## config.mk

```make
export PLATFORM = sky130hd
export DESIGN_NAME = msbj_port
export DESIGN_NICKNAME = d
export VERILOG_FILES = /design/src/rtl/msbj_pkg.sv /design/src/rtl/msbj_pin_sync.sv /design/src/rtl/msbj_tx.sv /design/src/rtl/msbj_rx.sv /design/src/rtl/msbj_port.sv
export SDC_FILE = /design/constraint.sdc
export NUM_CORES = 1
export LEC_CHECK = 0
export BUFFER_PORTS_ARGS = -buffer_cell sky130_fd_sc_hd__buf_4
export CAP_MARGIN = 20
export CORE_ASPECT_RATIO = 1.4
export CORE_UTILIZATION = 43
export CTS_CLUSTER_DIAMETER = 150
export DETAILED_ROUTE_END_ITERATION = 7
export PLACE_DENSITY_LB_ADDON = 0.3
export SLEW_MARGIN = 20
export SYNTH_ARGS = -nofsm -noshare
export SYNTH_HDL_FRONTEND = slang
export SYNTH_HIERARCHICAL = 1
export SYNTH_SLANG_ARGS = --single-unit
```

## constraint.sdc

```tcl
create_clock -name clk -period 4.62 [get_ports clk]
set_input_delay 0.462 -clock clk [delete_from_list [all_inputs] [get_ports clk]]
set_output_delay 0.462 -clock clk [all_outputs]
set_load 0.01 [all_outputs]
```

## src/rtl/msbj_pkg.sv

```systemverilog
package msbj_pkg;
  localparam int unsigned SAMPLE_W   = 16;
  localparam int unsigned SYNC_DEPTH = 2;

  typedef enum logic {
    CH_RIGHT = 1'b0,
    CH_LEFT  = 1'b1
  } chan_e;
endpackage

```

## src/rtl/msbj_pin_sync.sv

```systemverilog
module msbj_pin_sync #(
  parameter int unsigned STAGES = msbj_pkg::SYNC_DEPTH
) (
  input  logic                clk,
  input  logic                rst,
  input  logic                lrck_i,
  input  logic                sclk_i,
  input  logic                sdi_i,
  output logic                frame_edge_o,
  output msbj_pkg::chan_e     frame_chan_o,
  output logic                bit_rise_o,
  output logic                sdi_o
);
  localparam int unsigned NPIN   = 3;
  localparam int unsigned P_LRCK = 0;
  localparam int unsigned P_SCLK = 1;
  localparam int unsigned P_SDI  = 2;

  logic [NPIN-1:0] pin_raw;
  logic [NPIN-1:0] chain [STAGES];
  logic            lr_prev;
  logic            sc_prev;
  logic [NPIN-1:0] pin_now;

  assign pin_raw = {sdi_i, sclk_i, lrck_i};

  // all three pins travel through the same depth so they stay aligned
  for (genvar g = 0; g < STAGES; g++) begin : g_stage
    if (g == 0) begin : g_first
      always_ff @(posedge clk) begin
        if (rst) chain[g] <= '0;
        else     chain[g] <= pin_raw;
      end
    end else begin : g_next
      always_ff @(posedge clk) begin
        if (rst) chain[g] <= '0;
        else     chain[g] <= chain[g-1];
      end
    end
  end

  assign pin_now = chain[STAGES-1];

  always_ff @(posedge clk) begin
    if (rst) begin
      lr_prev <= 1'b0;
      sc_prev <= 1'b0;
    end else begin
      lr_prev <= pin_now[P_LRCK];
      sc_prev <= pin_now[P_SCLK];
    end
  end

  assign frame_edge_o = pin_now[P_LRCK] ^ lr_prev;
  assign frame_chan_o = msbj_pkg::chan_e'(pin_now[P_LRCK]);
  assign bit_rise_o   = pin_now[P_SCLK] & ~sc_prev;
  assign sdi_o        = pin_now[P_SDI];

  AST_RISE_SINGLE: assert property (@(posedge clk) disable iff (rst) bit_rise_o |=> !bit_rise_o);
endmodule

```

## src/rtl/msbj_tx.sv

```systemverilog
module msbj_tx #(
  parameter int unsigned W = msbj_pkg::SAMPLE_W
) (
  input  logic            clk,
  input  logic            rst,
  input  logic            frame_edge_i,
  input  msbj_pkg::chan_e frame_chan_i,
  input  logic            bit_rise_i,
  input  logic            mute_i,
  input  logic [W-1:0]    tx_left_i,
  input  logic [W-1:0]    tx_right_i,
  output logic            sdo_o,
  output logic            tx_load_o
);
  import msbj_pkg::*;

  localparam int unsigned CW      = $clog2(W + 1);
  localparam logic [CW-1:0] LAST  = CW'(W - 1);
  localparam logic [CW-1:0] SATUR = CW'(W);

  logic [W-1:0]  hold_r;
  logic [W-1:0]  shreg;
  logic [CW-1:0] cnt;
  logic          sdo_r;
  logic          load_r;
  logic          left_start;
  logic [W-1:0]  left_word;
  logic [W-1:0]  right_word;
  logic [W-1:0]  start_word;

  assign left_start = frame_edge_i && (frame_chan_i == CH_LEFT);
  assign left_word  = mute_i ? '0 : tx_left_i;
  assign right_word = mute_i ? '0 : tx_right_i;
  assign start_word = (frame_chan_i == CH_LEFT) ? left_word : hold_r;

  always_ff @(posedge clk) begin
    if (rst) begin
      hold_r <= '0;
      shreg  <= '0;
      cnt    <= '0;
      sdo_r  <= 1'b0;
      load_r <= 1'b0;
    end else begin
      load_r <= 1'b0;
      if (frame_edge_i) begin
        // frame edge wins over a coincident bit-clock rise
        cnt   <= '0;
        shreg <= start_word;
        sdo_r <= start_word[W-1];
        if (left_start) begin
          hold_r <= right_word;
          load_r <= 1'b1;
        end
      end else if (bit_rise_i) begin
        if (cnt < LAST) begin
          shreg <= {shreg[W-2:0], 1'b0};
          sdo_r <= shreg[W-2];
          cnt   <= cnt + 1'b1;
        end else begin
          sdo_r <= 1'b0;
          if (cnt != SATUR) cnt <= cnt + 1'b1;
        end
      end
    end
  end

  assign sdo_o     = sdo_r;
  assign tx_load_o = load_r;

  AST_PAD_ZERO: assert property (@(posedge clk) disable iff (rst) (bit_rise_i && !frame_edge_i && cnt >= LAST) |=> !sdo_o);
  AST_MUTE_SILENT: assert property (@(posedge clk) disable iff (rst) (left_start && mute_i) |=> !sdo_o);
  AST_LOAD_AT_LEFT: assert property (@(posedge clk) disable iff (rst) tx_load_o |-> $past(left_start));
  AST_LOAD_PULSE: assert property (@(posedge clk) disable iff (rst) tx_load_o |=> !tx_load_o);
  AST_QUIET_BETWEEN: assert property (@(posedge clk) disable iff (rst) (!bit_rise_i && !frame_edge_i) |=> $stable(sdo_o));
endmodule

```

## src/rtl/msbj_rx.sv

```systemverilog
module msbj_rx #(
  parameter int unsigned W = msbj_pkg::SAMPLE_W
) (
  input  logic            clk,
  input  logic            rst,
  input  logic            frame_edge_i,
  input  msbj_pkg::chan_e frame_chan_i,
  input  logic            bit_rise_i,
  input  logic            sdi_i,
  output logic [W-1:0]    rx_left_o,
  output logic [W-1:0]    rx_right_o,
  output logic            rx_valid_o
);
  import msbj_pkg::*;

  localparam int unsigned CW     = $clog2(W + 1);
  localparam logic [CW-1:0] LAST = CW'(W - 1);
  localparam logic [CW-1:0] FULL = CW'(W);

  logic [CW-1:0] cnt;
  logic [W-1:0]  shreg;
  logic [W-1:0]  shifted;
  logic [W-1:0]  pend_left;
  logic [W-1:0]  left_r;
  logic [W-1:0]  right_r;
  logic          valid_r;
  logic          take_bit;

  assign shifted  = {shreg[W-2:0], sdi_i};
  assign take_bit = bit_rise_i && !frame_edge_i && (cnt < FULL);

  always_ff @(posedge clk) begin
    if (rst) begin
      cnt       <= '0;
      shreg     <= '0;
      pend_left <= '0;
      left_r    <= '0;
      right_r   <= '0;
      valid_r   <= 1'b0;
    end else begin
      valid_r <= 1'b0;
      if (frame_edge_i) begin
        cnt <= '0;
      end else if (take_bit) begin
        shreg <= shifted;
        cnt   <= cnt + 1'b1;
        if (cnt == LAST) begin
          if (frame_chan_i == CH_LEFT) begin
            pend_left <= shifted;
          end else begin
            left_r  <= pend_left;
            right_r <= shifted;
            valid_r <= 1'b1;
          end
        end
      end
    end
  end

  assign rx_left_o  = left_r;
  assign rx_right_o = right_r;
  assign rx_valid_o = valid_r;

  AST_VALID_AFTER_BIT: assert property (@(posedge clk) disable iff (rst) rx_valid_o |-> $past(bit_rise_i && !frame_edge_i));
  AST_VALID_PULSE: assert property (@(posedge clk) disable iff (rst) rx_valid_o |=> !rx_valid_o);
  AST_WORDS_HELD: assert property (@(posedge clk) disable iff (rst) !rx_valid_o |-> ($stable(rx_left_o) && $stable(rx_right_o)));
  AST_EDGE_NO_VALID: assert property (@(posedge clk) disable iff (rst) frame_edge_i |=> !rx_valid_o);
endmodule

```

## src/rtl/msbj_port.sv

```systemverilog
module msbj_port #(
  parameter int unsigned W      = msbj_pkg::SAMPLE_W,
  parameter int unsigned STAGES = msbj_pkg::SYNC_DEPTH
) (
  input  logic         clk,
  input  logic         rst,
  input  logic         lrck_i,
  input  logic         sclk_i,
  input  logic         sdi_i,
  output logic         sdo_o,
  input  logic         mute_i,
  input  logic [W-1:0] tx_left_i,
  input  logic [W-1:0] tx_right_i,
  output logic         tx_load_o,
  output logic [W-1:0] rx_left_o,
  output logic [W-1:0] rx_right_o,
  output logic         rx_valid_o
);
  import msbj_pkg::*;

  logic  frame_edge;
  chan_e frame_chan;
  logic  bit_rise;
  logic  sdi_s;

  msbj_pin_sync #(.STAGES(STAGES)) u_sync (
    .clk          (clk),
    .rst          (rst),
    .lrck_i       (lrck_i),
    .sclk_i       (sclk_i),
    .sdi_i        (sdi_i),
    .frame_edge_o (frame_edge),
    .frame_chan_o (frame_chan),
    .bit_rise_o   (bit_rise),
    .sdi_o        (sdi_s)
  );

  msbj_tx #(.W(W)) u_tx (
    .clk          (clk),
    .rst          (rst),
    .frame_edge_i (frame_edge),
    .frame_chan_i (frame_chan),
    .bit_rise_i   (bit_rise),
    .mute_i       (mute_i),
    .tx_left_i    (tx_left_i),
    .tx_right_i   (tx_right_i),
    .sdo_o        (sdo_o),
    .tx_load_o    (tx_load_o)
  );

  msbj_rx #(.W(W)) u_rx (
    .clk          (clk),
    .rst          (rst),
    .frame_edge_i (frame_edge),
    .frame_chan_i (frame_chan),
    .bit_rise_i   (bit_rise),
    .sdi_i        (sdi_s),
    .rx_left_o    (rx_left_o),
    .rx_right_o   (rx_right_o),
    .rx_valid_o   (rx_valid_o)
  );

  AST_RESET_QUIET: assert property (@(posedge clk) rst |=> (!sdo_o && !tx_load_o && !rx_valid_o));
endmodule

```

# Word-level counts from Yosys, hierarchy flattened
# Memories as Yosys holds them, arrays and structs flattened.
# Index checks and enable logic that the tools add are counted.
[word_totals]
ff_bits = 109
mem_bits_rw = 6
inputBits = 38
wordCells = 63
n_memories = 1
[memory_table]
columns = ["memory", "depth", "word_bits", "read_ports", "rd_clocked_by_memory_dff", "write_ports", "line", "text"]
rows = [
  ["u_sync.chain", 2, 3, 2, 0, 2, "msbj_pin_sync.sv:20", "logic [NPIN-1:0] chain [STAGES];"],
]
[op_classes]
add_sub_neg = 2
magnitude_cmp = 2
n_eq_ne = 2
muxes = 18
bitwise = 9
reduce_logical = 16
[op_table]
columns = ["op", "count"]
rows = [
  ["$mux 16", 3],
  ["$mux 15", 3],
  ["$add 5x1->5 const B", 2],
  ["$mux 5", 2],
  ["$mux 1", 8],
  ["$reduce_and 2->1", 4],
  ["$reduce_and 4->1", 2],
  ["$mux 3", 2],
  ["$reduce_bool 2->1", 3],
  ["$eq 5x4->1 const B", 1],
  ["$lt 5x4->1 const B", 1],
  ["$lt 5x5->1 const B", 1],
  ["$ne 5x5->1 const B", 1],
  ["$not 1->1", 5],
  ["$reduce_or 2->1", 2],
  ["$reduce_or 4->1", 1],
  ["$logic_and 1x1->1", 3],
  ["$or 1x1->1", 2],
  ["$and 1x1->1", 1],
  ["$logic_not 1->1", 1],
  ["$xor 1x1->1", 1],
]

# Longest topological paths before layout
# An unclocked memory read counts as a cell.
[logic_depth]
ltp_word = 7
mapped_depth = 7
depth_no_buf = 5

# Cells and area by module
# The synthesis kept the hierarchy.
[modules_own_cells]
columns = ["mod", "n_inst", "cells_per_inst", "area_each_um2", "seq_area_each_um2"]
rows = [
  ["msbj_rx", 1, 271, 2711.4, 1381.3],
  ["msbj_tx", 1, 234, 1970.6, 760.7],
  ["msbj_pin_sync", 1, 18, 225.2, 160.2],
]

# Worst setup path before layout
# No wires, ideal clock.
[synth_timing]
path_kind = "register to register"
from = "memory u_sync.chain[1][1]"
to = "register u_rx.cnt[2]"
setup_ps = 70
arrival_ps = 1650
slack_ps = 2901
stages_incl_launch_ff = 6
n_path_buf = 1
synth_period_minus_slack_ps = 1719
path_cell_list = "dfxtp_1 -> nor2b_1 -> or3b_1 -> buf_6 -> or3_1 -> a21oi_1"
[synth_rtl]
columns = ["element", "line", "text"]
rows = [
  ["from (decl)", "msbj_pin_sync.sv:20", ""],
  ["to (signal assigned)", "msbj_rx.sv:46", "cnt <= cnt + 1'b1;"],
  ["to (decl)", "msbj_rx.sv:20", "logic [CW-1:0] cnt;"],
]

==> impl_metrics.toml <==
[run_status]
status = "finished, final reports clean"

[floorplanning]
rows = 45
dieWidth_microns = 92.3
die-area_sq_um = 11800
die_height_microns = 128
initial_core_util_pct = 44.7
core_sq_um = 11000
ioPinCount = 73

[synthesis]
asyncSetResetFlopFracSynth_pct = 0
synth_fp_nets = 565
ys_ff_latch = 115
synth_edf_count = 0
seq_area_frac_synth_pct = 46.9
synth_area_sq_um = 4910
synth_xor_area_share_pct = 0.714
ys_types = 44
synth-simple-area-share_pct = 27.0
yosysWarnings = 6
synthMuxAreaShare_pct = 9.99
synthCells = 523
synth_compound_area_share_pct = 9.84
yosys.area_share.adder_pct = 1.02
synth_top_family_by_area = "simple AND/OR/NAND/NOR gates"
syn_avg_cell_area_sq_um = 9.38
synth_flop_cell = "dfxtp_1"

[clocking]
hold_buffers = 0
cts_resized = 0
tritoncts = "yes"
htreeDepth = 4
insertion_delay_ns = 0.40
cts_setup_buffers = 0
clock_path_buffers = 2
cts.sinks = 115
cts_root_buffer = "clkbuf_16"
cts_made_buffers = 17
clk_pin_slew_ns = 0.05

[critical_path]
r2r-start = "u_sync/chain[1][0]"
r2r_end = "u_rx/rx_right_o[0]"
slowest_delay_ns = 0.90
crit_fanout = 67
worst-path-buf-inv = 1
cp_cell_sequence = "xor2_4 -> buf_4 -> nor2_1 -> and4b_2 -> mux2i_1"
r2r_cells = 5
crit_type = "reg -> reg"
crit_path_end_kind = "register"
cp_data_arrival_time_ns = 2.70
crit_family = "simple AND/OR/NAND/NOR gates"
critPathLaunchType = "register"
rrSetupSlack_ns = 2.24
cp_slowest_cell = "and4b_2"
critPathRequiredTime_ns = 4.94

[timing]
period_share_pct = 51.4
rsz0062_at_grt = "no"
fin_skew_ns = 0.00562
timing.fmax_ghz = 0.421
max_slew_margin_pct = 33.3
slew_viol_final = 0
setup_violations = 0
finalHoldViolations = 0
tightest_slew_ns = 1.00
tns_ns = 0
period_needed_ns = 2.38
holdWs_ns = 0.269

[grt]
met3_usage_pct = 5.08
antenna_found_initial = 0
grt_max_degree = 124
met2_usage_pct = 28.8
busiest_layer = "met2"
grt_use_total_pct = 16.7
overflow = 0
grt_use_met1_pct = 18.8
grt_pass1_wl_mm = 15.8
grt_pass1_vias = 3592

[detailed_routing]
vias = 3772
drc = 0
via_per_inst = 5.19
routed_wl_mm = 9.41
postRouteAntennaNets = 0
drt-wirelength-per-cell_microns = 12.9
drt_iter0_markers = 146
firstDrtPassIters = 4

[layout]
antenna_cells = 0
design_area_sq_um = 6070
drive_gt1_share_pct = 19.1
nets = 616
synthToLayoutAreaGrowth_pct = 23.6
fin_util_pct = 55.3
multi_input_area_sq_um = 2400
regArea_sq_um = 2300
nFillCells = 1022

[pwr]
finalPower_mw = 2.45
leakage_nw = 2.22
power_density_nw_per_um2 = 404
ir_drop_uv = 317

[flow_run]
max_cap_viol_count = 0

[worst_hold_path]
holdPathStages = 2
min-delay-start = "sdi_i"
hp-class = "in -> reg"
whs_endpoint = "u_sync/chain[0][2]"

[place]
routabilityCongestion = 0.699
hpwl_mm = 6.10
io_buffers = 72
placement.cell_area_sq_um = 5460
[state kept, by name, summed over array words and instances, names as in the netlist]
| register | flops |
|---|---|
| u_tx/cnt | 5 |
| u_sync/sc_prev | 1 |
| u_tx/hold_r | 16 |
| u_rx/rx_valid_o | 1 |
| u_tx/shreg | 15 |
| u_sync/lr_prev | 1 |
| u_rx/pend_left | 16 |
| u_rx/cnt | 5 |
| u_sync/chain | 6 |
| u_rx/rx_left_o | 16 |
| u_tx/sdo_o | 1 |
| u_tx/tx_load_o | 1 |
| u_rx/rx_right_o | 16 |
| u_rx/shreg | 15 |
[synth_stat cells (2+ instances only)]
cell,instances,area share [%]
buf_1,2,0.15
buf_2,9,0.92
nor2b_1,11,1.4
nand2_1,49,3.7
xor2_1,3,0.54
a31oi_1,13,1.7
nand4_1,2,0.25
dfxtp_1,115,47
a21oi_1,40,4.1
nand2b_1,78,9.9
or2_2,2,0.25
buf_6,3,0.69
nand3b_1,14,2.1
clkbuf_1,27,2.1
or3_1,2,0.25
o21ai_0,6,0.61
ha_1,4,1.0
mux2i_1,49,10
nand3_1,17,1.7
o311a_1,13,2.7
inv_1,6,0.46
nor2_1,20,1.5
nand4b_1,17,3.0
[metal layers]
metal  vias up  part of all wire [%]
met5         -                     0
li1       1908                     -
met2        77                    49
met1      1778                    46
met3         9                   3.6
met4         0                   1.3
[area by class of cell]
type / instances / share of cell area, %
clock buffers: 22 / 7.82
repair buffers: 74 / 9.16
flip-flops and latches: 115 / 37.9
multi-input cells: 359 / 39.6
well taps: 141 / 2.91
clock inverters: 9 / 2.12
inverters: 7 / 0.454
[worst max-delay path by stage]
stage                  startpoint                   to  slack, ns  cells past startpoint
6_report       u_sync/chain[1][0]   u_rx/rx_right_o[0]       2.24                      5
5_1_grt        u_sync/chain[1][0]  u_rx/rx_right_o[13]       2.04                      5
4_1_cts        u_sync/chain[1][0]   u_rx/rx_right_o[0]       2.22                      5
3_5_place_dp   u_sync/chain[1][0]   u_rx/rx_right_o[0]       2.26                      5
3_3_place_gp   u_sync/chain[1][0]    u_rx/rx_left_o[2]       2.33                      5
2_1_floorplan  u_sync/chain[1][1]          u_rx/cnt[2]       2.90                      5
[per-stage QoR]
| stage | setup slack (ns) | instances |
|---|---|---|
| floorplan | 2.90 | 523 |
| global placement | 2.33 | 696 |
| detailed placement | 2.26 | 696 |
| CTS | 2.22 | 727 |
| global route | 2.04 | 727 |
| finish | 2.24 | 727 |
[cell usage in the layout (no fill, tap or decap), types with 2 or more instances in the layout]
cell          n
a21oi_1      40
a31oi_1      13
buf_4        74
bufinv_16     3
clkbuf_1      2
clkbuf_16    17
clkbuf_8      3
clkinv_2      3
clkinvlp_4    2
dfxtp_1     115
ha_1          4
inv_1         6
mux2i_1      49
nand2_1      49
nand2b_1     78
nand3_1      17
nand3b_1     14
nand4_1       2
nand4b_1     17
nor2_1       20
nor2b_1      11
o21ai_0       6
o311a_1      13
or2_2         2
or3_1         2
xor2_1        2
[logic make-up (layout without fill, tap and decap cells)]
kind of cell               count (synthesis)  in the layout
AOI/OAI and AO/OA                         77             77
xor gates and xnor gates                   4              4
adders and majority gates                  4              4
buffers and inverters                     49            112
DFF                                      115            115
muxes                                     49             49
and+or+nand+nor                          225            225
[power by group]
part | switching, mW | internal, mW
combinational | 0.0612 | 0.0601
clock | 0.427 | 0.884
sequential | 0.00952 | 1.01
total | 0.498 | 1.95
No activity file was read; power rests on OpenSTA's default activity.
